### src/rtl/sld_pkg.sv
package sld_pkg;
  // Index of each external control in the synchronizer bank
  localparam int CTL_SER    = 0;
  localparam int CTL_SCLK   = 1;
  localparam int CTL_CLR    = 2;
  localparam int CTL_STB    = 3;
  localparam int CTL_OFF    = 4;
  localparam int CTL_COUNT  = 5;
endpackage

### src/rtl/sld_sync.sv
module sld_sync #(
  parameter int STAGES = 2
) (
  input  logic clk,
  input  logic rst,
  input  logic d,
  output logic q
);
  logic [STAGES-1:0] ff;

  always_ff @(posedge clk) begin
    if (rst) ff <= '0;
    else     ff <= {ff[STAGES-2:0], d};
  end

  assign q = ff[STAGES-1];
endmodule

### src/rtl/sld_shift_path.sv
module sld_shift_path #(
  parameter int NUM_CH = 8
) (
  input  logic              clk,
  input  logic              rst,
  input  logic              sclk_lvl,
  input  logic              clr_lvl,
  input  logic              din,
  output logic [NUM_CH-1:0] stages
);
  logic sclk_prev;
  logic rise;

  assign rise = sclk_lvl & ~sclk_prev;

  always_ff @(posedge clk) begin
    if (rst) begin
      sclk_prev <= 1'b0;
      stages    <= '0;
    end else begin
      sclk_prev <= sclk_lvl;
      if (rise) stages <= {stages[NUM_CH-2:0], (clr_lvl ? 1'b0 : din)};
    end
  end
endmodule

### src/rtl/sld_latch_bank.sv
module sld_latch_bank #(
  parameter int NUM_CH = 8
) (
  input  logic              clk,
  input  logic              rst,
  input  logic              follow,
  input  logic [NUM_CH-1:0] din,
  output logic [NUM_CH-1:0] q
);
  always_ff @(posedge clk) begin
    if (rst)         q <= '0;
    else if (follow) q <= din;
  end
endmodule

### src/rtl/sld_out_gate.sv
module sld_out_gate #(
  parameter int NUM_CH = 8
) (
  input  logic              clk,
  input  logic              rst,
  input  logic              all_off,
  input  logic [NUM_CH-1:0] lat,
  input  logic [NUM_CH-1:0] force_off,
  output logic [NUM_CH-1:0] ch_on
);
  always_ff @(posedge clk) begin
    if (rst)          ch_on <= '0;
    else if (all_off) ch_on <= '0;
    else              ch_on <= lat & ~force_off;
  end
endmodule

### src/rtl/serial_latch_driver.sv
module serial_latch_driver
  import sld_pkg::*;
#(
  parameter int NUM_CH      = 8,
  parameter int SYNC_STAGES = 2
) (
  input  logic              clk,
  input  logic              rst,
  input  logic              ser_in,
  input  logic              shift_clk,
  input  logic              clear,
  input  logic              strobe,
  input  logic              outputs_off,
  input  logic [NUM_CH-1:0] force_off,
  output logic [NUM_CH-1:0] ch_on,
  output logic              ser_out
);
  logic [CTL_COUNT-1:0] ctl_raw;
  logic [CTL_COUNT-1:0] ctl_s;
  logic [NUM_CH-1:0]    sr_q;
  logic [NUM_CH-1:0]    lat_q;

  assign ctl_raw[CTL_SER]  = ser_in;
  assign ctl_raw[CTL_SCLK] = shift_clk;
  assign ctl_raw[CTL_CLR]  = clear;
  assign ctl_raw[CTL_STB]  = strobe;
  assign ctl_raw[CTL_OFF]  = outputs_off;

  // Every pin gets the same depth, so data and clock stay aligned
  for (genvar g = 0; g < CTL_COUNT; g++) begin : g_sync
    sld_sync #(.STAGES(SYNC_STAGES)) sync_i (
      .clk (clk),
      .rst (rst),
      .d   (ctl_raw[g]),
      .q   (ctl_s[g])
    );
  end

  sld_shift_path #(.NUM_CH(NUM_CH)) shift_i (
    .clk      (clk),
    .rst      (rst),
    .sclk_lvl (ctl_s[CTL_SCLK]),
    .clr_lvl  (ctl_s[CTL_CLR]),
    .din      (ctl_s[CTL_SER]),
    .stages   (sr_q)
  );

  sld_latch_bank #(.NUM_CH(NUM_CH)) latch_i (
    .clk    (clk),
    .rst    (rst),
    .follow (ctl_s[CTL_STB]),
    .din    (sr_q),
    .q      (lat_q)
  );

  sld_out_gate #(.NUM_CH(NUM_CH)) gate_i (
    .clk       (clk),
    .rst       (rst),
    .all_off   (ctl_s[CTL_OFF]),
    .lat       (lat_q),
    .force_off (force_off),
    .ch_on     (ch_on)
  );

  assign ser_out = sr_q[NUM_CH-1];
endmodule

### config.mk
export PLATFORM = sky130hd
export DESIGN_NAME = serial_latch_driver
export DESIGN_NICKNAME = d
export VERILOG_FILES = /design/src/rtl/sld_pkg.sv /design/src/rtl/sld_sync.sv /design/src/rtl/sld_shift_path.sv /design/src/rtl/sld_latch_bank.sv /design/src/rtl/sld_out_gate.sv /design/src/rtl/serial_latch_driver.sv
export SDC_FILE = /design/constraint.sdc
export NUM_CORES = 1
export LEC_CHECK = 0
export ABC_AREA = 1
export BUFFER_PORTS_ARGS = -buffer_cell sky130_fd_sc_hd__buf_4
export CAP_MARGIN = 20
export CORE_MARGIN = 1.5
export CORE_UTILIZATION = 40
export CTS_CLUSTER_DIAMETER = 200
export DETAILED_ROUTE_END_ITERATION = 12
export PLACE_DENSITY = 0.66
export SLEW_MARGIN = 20
export SYNTH_ARGS = -nofsm -noshare
export SYNTH_HDL_FRONTEND = slang
export SYNTH_SLANG_ARGS = --single-unit
### constraint.sdc
create_clock -name clk -period 1.66 [get_ports clk]
set_input_delay 0.083 -clock clk [delete_from_list [all_inputs] [get_ports clk]]
set_output_delay 0.083 -clock clk [all_outputs]
set_load 0.01 [all_outputs]
==> results.cfg, run 1 <==
[status]
status = finished, final reports clean

[route]
dr_total_vias = 951
vias_per_cell = 4.423
finalWirelength_um = 1949
antenna_left = 0
first_pass_iters = 6
drt-initial-drc-count = 23
post_drt_wl_per_cell_um = 9.065
drcViolationCount = 0

[timing]
rsz0062_at_grt = no
hold_viol = 0
fin_crit_sh = 0.7082
relSlewSlack = 0.7356
fin_crit_ns = 1.176
skew_ns = 0.002900
worst_slew_pin_slew_ns = 0.3966
fin_setup_tns_ns = 0
setup_viol = 0
slew_violations = 0
fmax_mhz = 850.6

[global_routing]
use_met1 = 0.1422
grt_use_met3 = 0.06027
grt_pass1_vias = 915
grt_antenna_before_repair = 0
grt_pass1_wl_um = 3546
top_usage_layer = met2
gr-total-overflow = 0
track_usage = 0.1422
use_met2 = 0.2516
grt_start_max_net_pins = 17

[floorplan]
num_rows = 19
core_mm2 = 0.002805
die_height_um = 57.94
io_pins = 24
initial_utilization = 0.4304
die_w_um = 57.94
dieArea_mm2 = 0.003357

[layout]
final_cells = 215
area_delta_synth_final_pct = 34.09
final_common_cell = dfxtp_1
nets = 198
drive_gt1_frac = 0.2174
final_cell_mix = dfxtp_1, inv_1, nor2_1
diodes = 0
utilization = 0.5772

[clocking]
htree_levels = 2
cts.path.max_buffers = 2
post_cts_resized = 0
cts_sinks = 35
insertion_delay_ns = 0.32
clk_pin_slew_ns = 0.09
cts-root-buf = clkbuf_4
cts_buffers = 5
cts_tree = done

[synth]
synth_seq_cells = 35
synth_area_mm2 = 0.001207
yosysUniqueCellTypes = 14
syn_inst = 141
syn_nets = 156
synth_area_leaders = dfxtp_1, inv_1, nor2_1, nor3_2, a21oi_1
yosysTopAreaCell = dfxtp_1
yosysSeqAreaShare = 0.5803
ys_warn_count = 0
synth_top_area_frac = 0.5803
syn-mean-instance-area_um2 = 8.563

[placement]
numPlacedInstances = 190
dp_hpwl_um = 1367
finalWeightedCongestion = 0.7013
portBuffers = 23

[worst_setup_path]
crit_required_ns = 1.88
r2r-start = g_sync[1].sync_i.ff[1]
reg2reg_to = shift_i.stages[7]
crit_fanout = 13
critPathLaunchType = primary input
crit_top_cell = dlygate4sd3_1
end_kind = flip-flop
ff2ff_setup_slack_ns = 0.66
reg2reg_depth = 4
crit_type = primary input to flip-flop
cp_data_arrival_time_ns = 1.39
worstPathCellList = dlygate4sd3_1 > buf_4 > nor2_1 > dlygate4sd3_1
crit_slowest_cell = dlygate4sd3_1
critPathMaxStageDelay_ns = 0.54

[job]
cap_violations = 0

[min_path]
hp-start = g_sync[2].sync_i.ff[0]
worstHoldPathCells = 2
worstHoldPathType = flip-flop to flip-flop
hold_path_end = g_sync[2].sync_i.ff[1]

[power_and_ir_drop]
p_leak_nw = 0.7116
power_density_mw_per_mm2 = 945.1
ir_drop_uv = 470.8
-- Yosys cell counts --
cell type,number
o21ai_0,8
inv_1,29
nor2_1,28
nand2_1,10
inv_2,1
nand3_1,7
nor3_2,8
nor2_4,1
buf_2,1
or2_1,1
buf_6,1
dfxtp_1,35
a21oi_1,8
buf_4,3
-- cell families (layout without fill, tap and decap cells) --
group / count (synthesis) / after routing / synth area share
AOI/OAI and AO/OA: 16 / 16 / 0.06632
buffers and inverters: 35 / 78 / 0.1254
DFF: 35 / 35 / 0.5803
and+or+nand+nor: 55 / 55 / 0.2280
-- state kept, by name (all words and copies together), names as in the netlist --
name and cells:
g_sync.sync_i.ff 10, shift_i.sclk_prev 1, shift_i.stages 8, gate_i.ch_on 8, latch_i.q 8
-- critical path: cells and delay by family --
| family | cells | cell delay (ns) |
|---|---|---|
| buf+inv | 3 | 1.24 |
| simple gates | 1 | 0.06 |
-- layer usage --
| metal | part of all wire | routed length [um] |
|---|---|---|
| met1 | 0.42 | 827 |
| met2 | 0.49 | 948 |
| met3 | 0.066 | 129 |
| met4 | 0.022 | 43 |
| met5 | 0 | 0 |
-- stage by stage --
stage               setup WS [ns]  instance area, um^2  power (W)  hold WS [ns]
global route               0.4339                 1619   0.001617        0.4301
CTS                        0.5031                 1619   0.001566        0.4066
finish                     0.4843                 1619   0.001530        0.4040
floorplan                  0.8493                 1207  0.0009810        0.1539
detailed placement         0.6795                 1380   0.001023        0.2502
global placement           0.7459                 1380   0.001017        0.2484
-- where the power goes --
group | internal [W] | total [W] | leakage (nW) | switching [W]
Combinational | 0.0000782 | 0.000142 | 0.387 | 0.0000642
Sequential | 0.000873 | 0.000891 | 0.286 | 0.0000173
Clock | 0.000249 | 0.000497 | 0.0386 | 0.000248
-- final cells by class --
class	instances	area [um^2]
fillers	268	1186
flip-flops and latches	35	700.7
multi-input cells	71	355.3
repair buffers	40	342.8
inverters	30	112.6
clock buffers	8	68.82
well taps	31	38.79
-- how the worst max path moves through the flow --
stage                                 from                     end  slack (ns)  cells after the start
detailed placement  g_sync[1].sync_i.ff[1]       shift_i.stages[7]        0.68                      4
CTS                                    rst  g_sync[2].sync_i.ff[0]        0.50                      4
floorplan           g_sync[1].sync_i.ff[1]       shift_i.stages[7]        0.85                      5
global placement    g_sync[1].sync_i.ff[1]       shift_i.stages[7]        0.75                      4
finish                                 rst  g_sync[2].sync_i.ff[0]        0.48                      4
global route                           rst  g_sync[4].sync_i.ff[0]        0.43                      4
-- timing repair --
action / 4_1_cts / 5_1_grt
hold buffers: 17 / 0
setup buffers: 0 / 0
endpoints found under the setup margin: 0 / 0
hold endpoints to repair: 17 / 0
No activity file was read; power rests on OpenSTA's default activity.
==> run 2: changes to the inputs <==
clock period = 1.2 ns   (was 1.66 ns; I/O delays follow)
==> results.cfg, run 2 (synthesis results as in run 1) <==
[status]
status = finished, final reports clean

[route]
met3_length_um = 140
vias_per_cell = 4.438
route.met2.wl_um = 961
wl_met1_um = 838
drcViolationCount = 0
dr_total_vias = 963
drt-initial-drc-count = 24
top_layer = met4
antenna_left = 0
finalWirelength_um = 1984
post_drt_wl_per_cell_um = 9.143
first_pass_iters = 6

[timing]
worst_slew_pin_slew_ns = 0.3966
fin_setup_tns_ns = 0
hold_viol = 0
skew_ns = 0.004632
fmax_mhz = 884.1
relSlewSlack = 0.7356
fin_crit_ns = 1.131
worst_slack_ns = 0.06888
setup_viol = 0
fin_crit_sh = 0.9426
slew_violations = 0
rsz0062_at_grt = no

[global_routing]
grt_start_max_net_pins = 17
grt_pass1_wl_um = 3581
gr-total-overflow = 0
grt_pass1_vias = 921
track_usage = 0.1436
grt_antenna_before_repair = 0

[worst_setup_path]
critPathLaunchType = primary input
cp_data_arrival_time_ns = 1.35
end_kind = flip-flop
crit_top_cell = dlygate4sd3_1
cp_top_family = buffers and inverters
reg2reg_depth = 4
r2r-start = g_sync[1].sync_i.ff[1]
reg2reg_to = shift_i.stages[7]
crit_type = primary input to flip-flop
worstPathCellList = dlygate4sd3_1 > buf_6 > nor2_1 > dlygate4sd3_1
crit_slowest_cell = dlygate4sd3_1
critPathMaxStageDelay_ns = 0.55
crit_fanout = 13
crit_required_ns = 1.42
critical_path_buf_inv_count = 3
ff2ff_setup_slack_ns = 0.20

[power_and_ir_drop]
ir_drop_uv = 650.6
power_density_mw_per_mm2 = 1298
p_leak_nw = 0.7240

[clocking]
cts_buffers = 5
cts_setup_buffers = 0
cts-root-buf = clkbuf_4
cts_tree = done
cts_sinks = 35
clk_pin_slew_ns = 0.09
htree_levels = 2
cts.path.max_buffers = 2
insertion_delay_ns = 0.33

[floorplan]
dieArea_mm2 = 0.003357
die_w_um = 57.94
die_height_um = 57.94
initial_utilization = 0.4304
io_pins = 24
num_rows = 19
core_mm2 = 0.002805

[min_path]
hp-start = g_sync[2].sync_i.ff[0]
hold_path_end = g_sync[2].sync_i.ff[1]
worstHoldPathType = flip-flop to flip-flop
worstHoldPathCells = 2

[layout]
diodes = 0
drive_gt1_frac = 0.2204
final_cell_mix = dfxtp_1, inv_1, nor2_1
top_register = g_sync.sync_i.ff
final_common_cell = dfxtp_1
largest_register_ff_count = 10
area_delta_synth_final_pct = 36.27
nets = 200

[placement]
finalWeightedCongestion = 0.7012
portBuffers = 23
dp_hpwl_um = 1367
post-place-ws_ns = 0.2195

[job]
cap_violations = 0
run 2: cell type report:
| type | count | area [um^2] |
|---|---|---|
| clock buffer | 8 | 68.82 |
| fill | 271 | 1160 |
| inverter | 30 | 112.6 |
| multi-input combinational | 71 | 357.8 |
| sequential | 35 | 700.7 |
| tap | 31 | 38.79 |
| timing repair buffer | 42 | 366.6 |
run 2: how the worst max path moves through the flow:
stage                     slack [ns]              startpoint                      to  cells after the start
after detailed placement        0.22  g_sync[1].sync_i.ff[1]       shift_i.stages[7]                      4
after CTS                       0.06                     rst  g_sync[1].sync_i.ff[0]                      4
after floorplan                 0.39  g_sync[1].sync_i.ff[1]       shift_i.stages[7]                      5
after global placement          0.29  g_sync[1].sync_i.ff[1]       shift_i.stages[7]                      4
after global routing            0.03                     rst  g_sync[2].sync_i.ff[0]                      4
final                           0.07                     rst  g_sync[2].sync_i.ff[0]                      4
run 2: per-stage QoR:
| step | cells | hold slack (ns) | util | instance area [um^2] | total power, W |
|---|---|---|---|---|---|
| after detailed placement | 190 | 0.2272 | 0.4920 | 1380 | 0.001415 |
| after floorplan | 141 | 0.1309 | - | 1207 | 0.001357 |
| after global placement | 190 | 0.2254 | 0.4920 | 1380 | 0.001407 |
| final | 217 | 0.4047 | 0.5865 | 1645 | 0.002135 |
| after CTS | 217 | 0.4066 | 0.5843 | 1639 | 0.002171 |
| after global routing | 217 | 0.4110 | 0.5865 | 1645 | 0.002245 |
run 2: layer usage:
layer / global-route usage / up-vias
li1: - / 512
met1: 0.1451 / 418
met2: 0.2532 / 28
met3: 0.06027 / 5
met4: 0.06977 / 0
met5: 0 / -
run 2: worst min-delay path: stages (launching register included):
cell and delay (ns):
dfxtp_1 0.31, inv_1 0.04, nor2_1 0.03
run 2: timing repair:
action	CTS	global route
gates resized for setup	0	2
hold buffers	19	0
hold endpoints to repair	19	0
endpoints found under the setup margin	0	2
run 2: report_power, final:
part | leakage, nW | switching [W] | internal, W
registers | 0.286 | 0.0000240 | 0.00121
logic | 0.399 | 0.0000904 | 0.000114
clock network | 0.0386 | 0.000354 | 0.000344
total | 0.724 | 0.000468 | 0.00167
==> run 3: changes to the inputs <==
==> constraint.sdc (replaced) <==
create_clock -name clk -period 1.2 [get_ports clk]
set_input_delay 0 -clock clk [delete_from_list [all_inputs] [get_ports clk]]
set_output_delay 0 -clock clk [all_outputs]
set_load 0.01 [all_outputs]
==> results.cfg, run 3 (synthesis results as in run 1) <==
[status]
status = finished, final reports clean

[placement]
finalWeightedCongestion = 0.7012
portBuffers = 23
dpl_cell_area_mm2 = 0.001380
dp_hpwl_um = 1367
numPlacedInstances = 190

[global_routing]
grt_start_max_net_pins = 17
grt_antenna_before_repair = 0
grt_pass1_vias = 921
grt_pass1_wl_um = 3581
gr-total-overflow = 0
track_usage = 0.1436

[worst_setup_path]
crit_start = rst
crit_top_cell = dlygate4sd3_1
cp_data_arrival_time_ns = 1.31
crit_required_ns = 1.42
r2r-start = g_sync[1].sync_i.ff[1]
crit_slowest_cell = dlygate4sd3_1
worstPathCellList = dlygate4sd3_1 > buf_4 > nor2_1 > dlygate4sd3_1
end_kind = flip-flop
critPathMaxStageDelay_ns = 0.55
crit_type = primary input to flip-flop
crit_fanout = 13
critPathLaunchType = primary input

[route]
dr_total_vias = 959
drt-initial-drc-count = 24
first_pass_iters = 6
finalWirelength_um = 1966
post_drt_wl_per_cell_um = 9.060
vias_per_cell = 4.419
drcViolationCount = 0
antenna_left = 0

[clocking]
cts_sinks = 35
insertion_delay_ns = 0.32
cts.path.max_buffers = 2
cts_tree = done
clk_pin_slew_ns = 0.09
htree_levels = 2
cts-root-buf = clkbuf_4
cts_buffers = 5

[timing]
fmax_mhz = 911.1
worst_slew_pin_slew_ns = 0.3966
fin_crit_ns = 1.098
fin_setup_tns_ns = 0
setup_viol = 0
rsz0062_at_grt = no
fin_crit_sh = 0.9147
slew_violations = 0
skew_ns = 0.002900
hold_viol = 0
relSlewSlack = 0.7356

[power_and_ir_drop]
pwr-share-seq = 0.581
swShare = 0.2152
p_int_w = 0.001665
power_density_mw_per_mm2 = 1294
p_sw_w = 0.0004565
ir_drop_uv = 650.7
p_leak_nw = 0.7228
p_clk_frac = 0.324
power.total_w = 0.002122
combPwrFrac = 0.095

[layout]
diodes = 0
final_common_cell = dfxtp_1
design_area_mm2 = 0.001639
final_cell_mix = dfxtp_1, inv_1, nor2_1
nets = 200
drive_gt1_frac = 0.2151
top_register = g_sync.sync_i.ff
final_cells = 217
utilization = 0.5843
largest_register_ff_count = 10
area_delta_synth_final_pct = 35.75

[floorplan]
core_mm2 = 0.002805
dieArea_mm2 = 0.003357
die_w_um = 57.94
num_rows = 19
initial_utilization = 0.4304
die_height_um = 57.94
io_pins = 24

[job]
cap_violations = 0

[min_path]
hp-start = force_off[4]
worstHoldPathType = primary input to flip-flop
==> run 3: layout make-up <==
class,instances,area [um^2]
clock buffers,8,68.82
fillers,270,1166
inverters,30,112.6
multi-input cells,71,355.3
flip-flops and latches,35,700.7
well taps,31,38.79
repair buffers,42,362.8
==> run 3: routing by layer <==
metal	routed length, um	vias to the layer above	GRT usage
li1	-	511	-
met1	834	418	0.1451
met2	959	25	0.2532
met3	129	5	0.06027
met4	43	0	0.06977
met5	0	-	0
==> run 3: final timing paths <==
| path | to | slack [ns] | depth (start not counted) |
|---|---|---|---|
| setup / recovery | g_sync[2].sync_i.ff[0] | 0.10 | 4 |
| hold / removal | gate_i.ch_on[4] | 0.37 | 3 |
| setup reg to reg | shift_i.stages[7] | 0.20 | 4 |
| hold reg to reg | g_sync[2].sync_i.ff[1] | 0.40 | 2 |
==> run 3: per-stage QoR <==
| stage | hold slack, ns | setup slack (ns) |
|---|---|---|
| 5_1_grt | 0.3510 | 0.05689 |
| 3_3_place_gp | 0.1654 | 0.2859 |
| 6_report | 0.3677 | 0.1024 |
| 2_1_floorplan | 0.07087 | 0.3893 |
| 3_5_place_dp | 0.1672 | 0.2195 |
| 4_1_cts | 0.3493 | 0.1227 |
==> run 3: power groups by stage <==
stage,sequential (W),clock (W),combinational (W)
after floorplan,0.00125,0,0.000104
after global placement,0.00126,0,0.000149
after detailed placement,0.00126,0,0.000155
after CTS,0.00123,0.000734,0.000205
after global routing,0.00124,0.000772,0.000231
final,0.00123,0.000688,0.000202
==> run 3: timing repair <==
item	in CTS	in global routing
setup buffers	0	0
hold endpoints to repair	19	0
hold buffers	19	0
endpoints found under the setup margin	0	0
gates resized for setup	0	0
==> run 3: critical path, delay by kind of cell <==
kind                   cells  cell delay [ns]
buffers and inverters      3             1.25
AND/OR/NAND/NOR            1             0.06
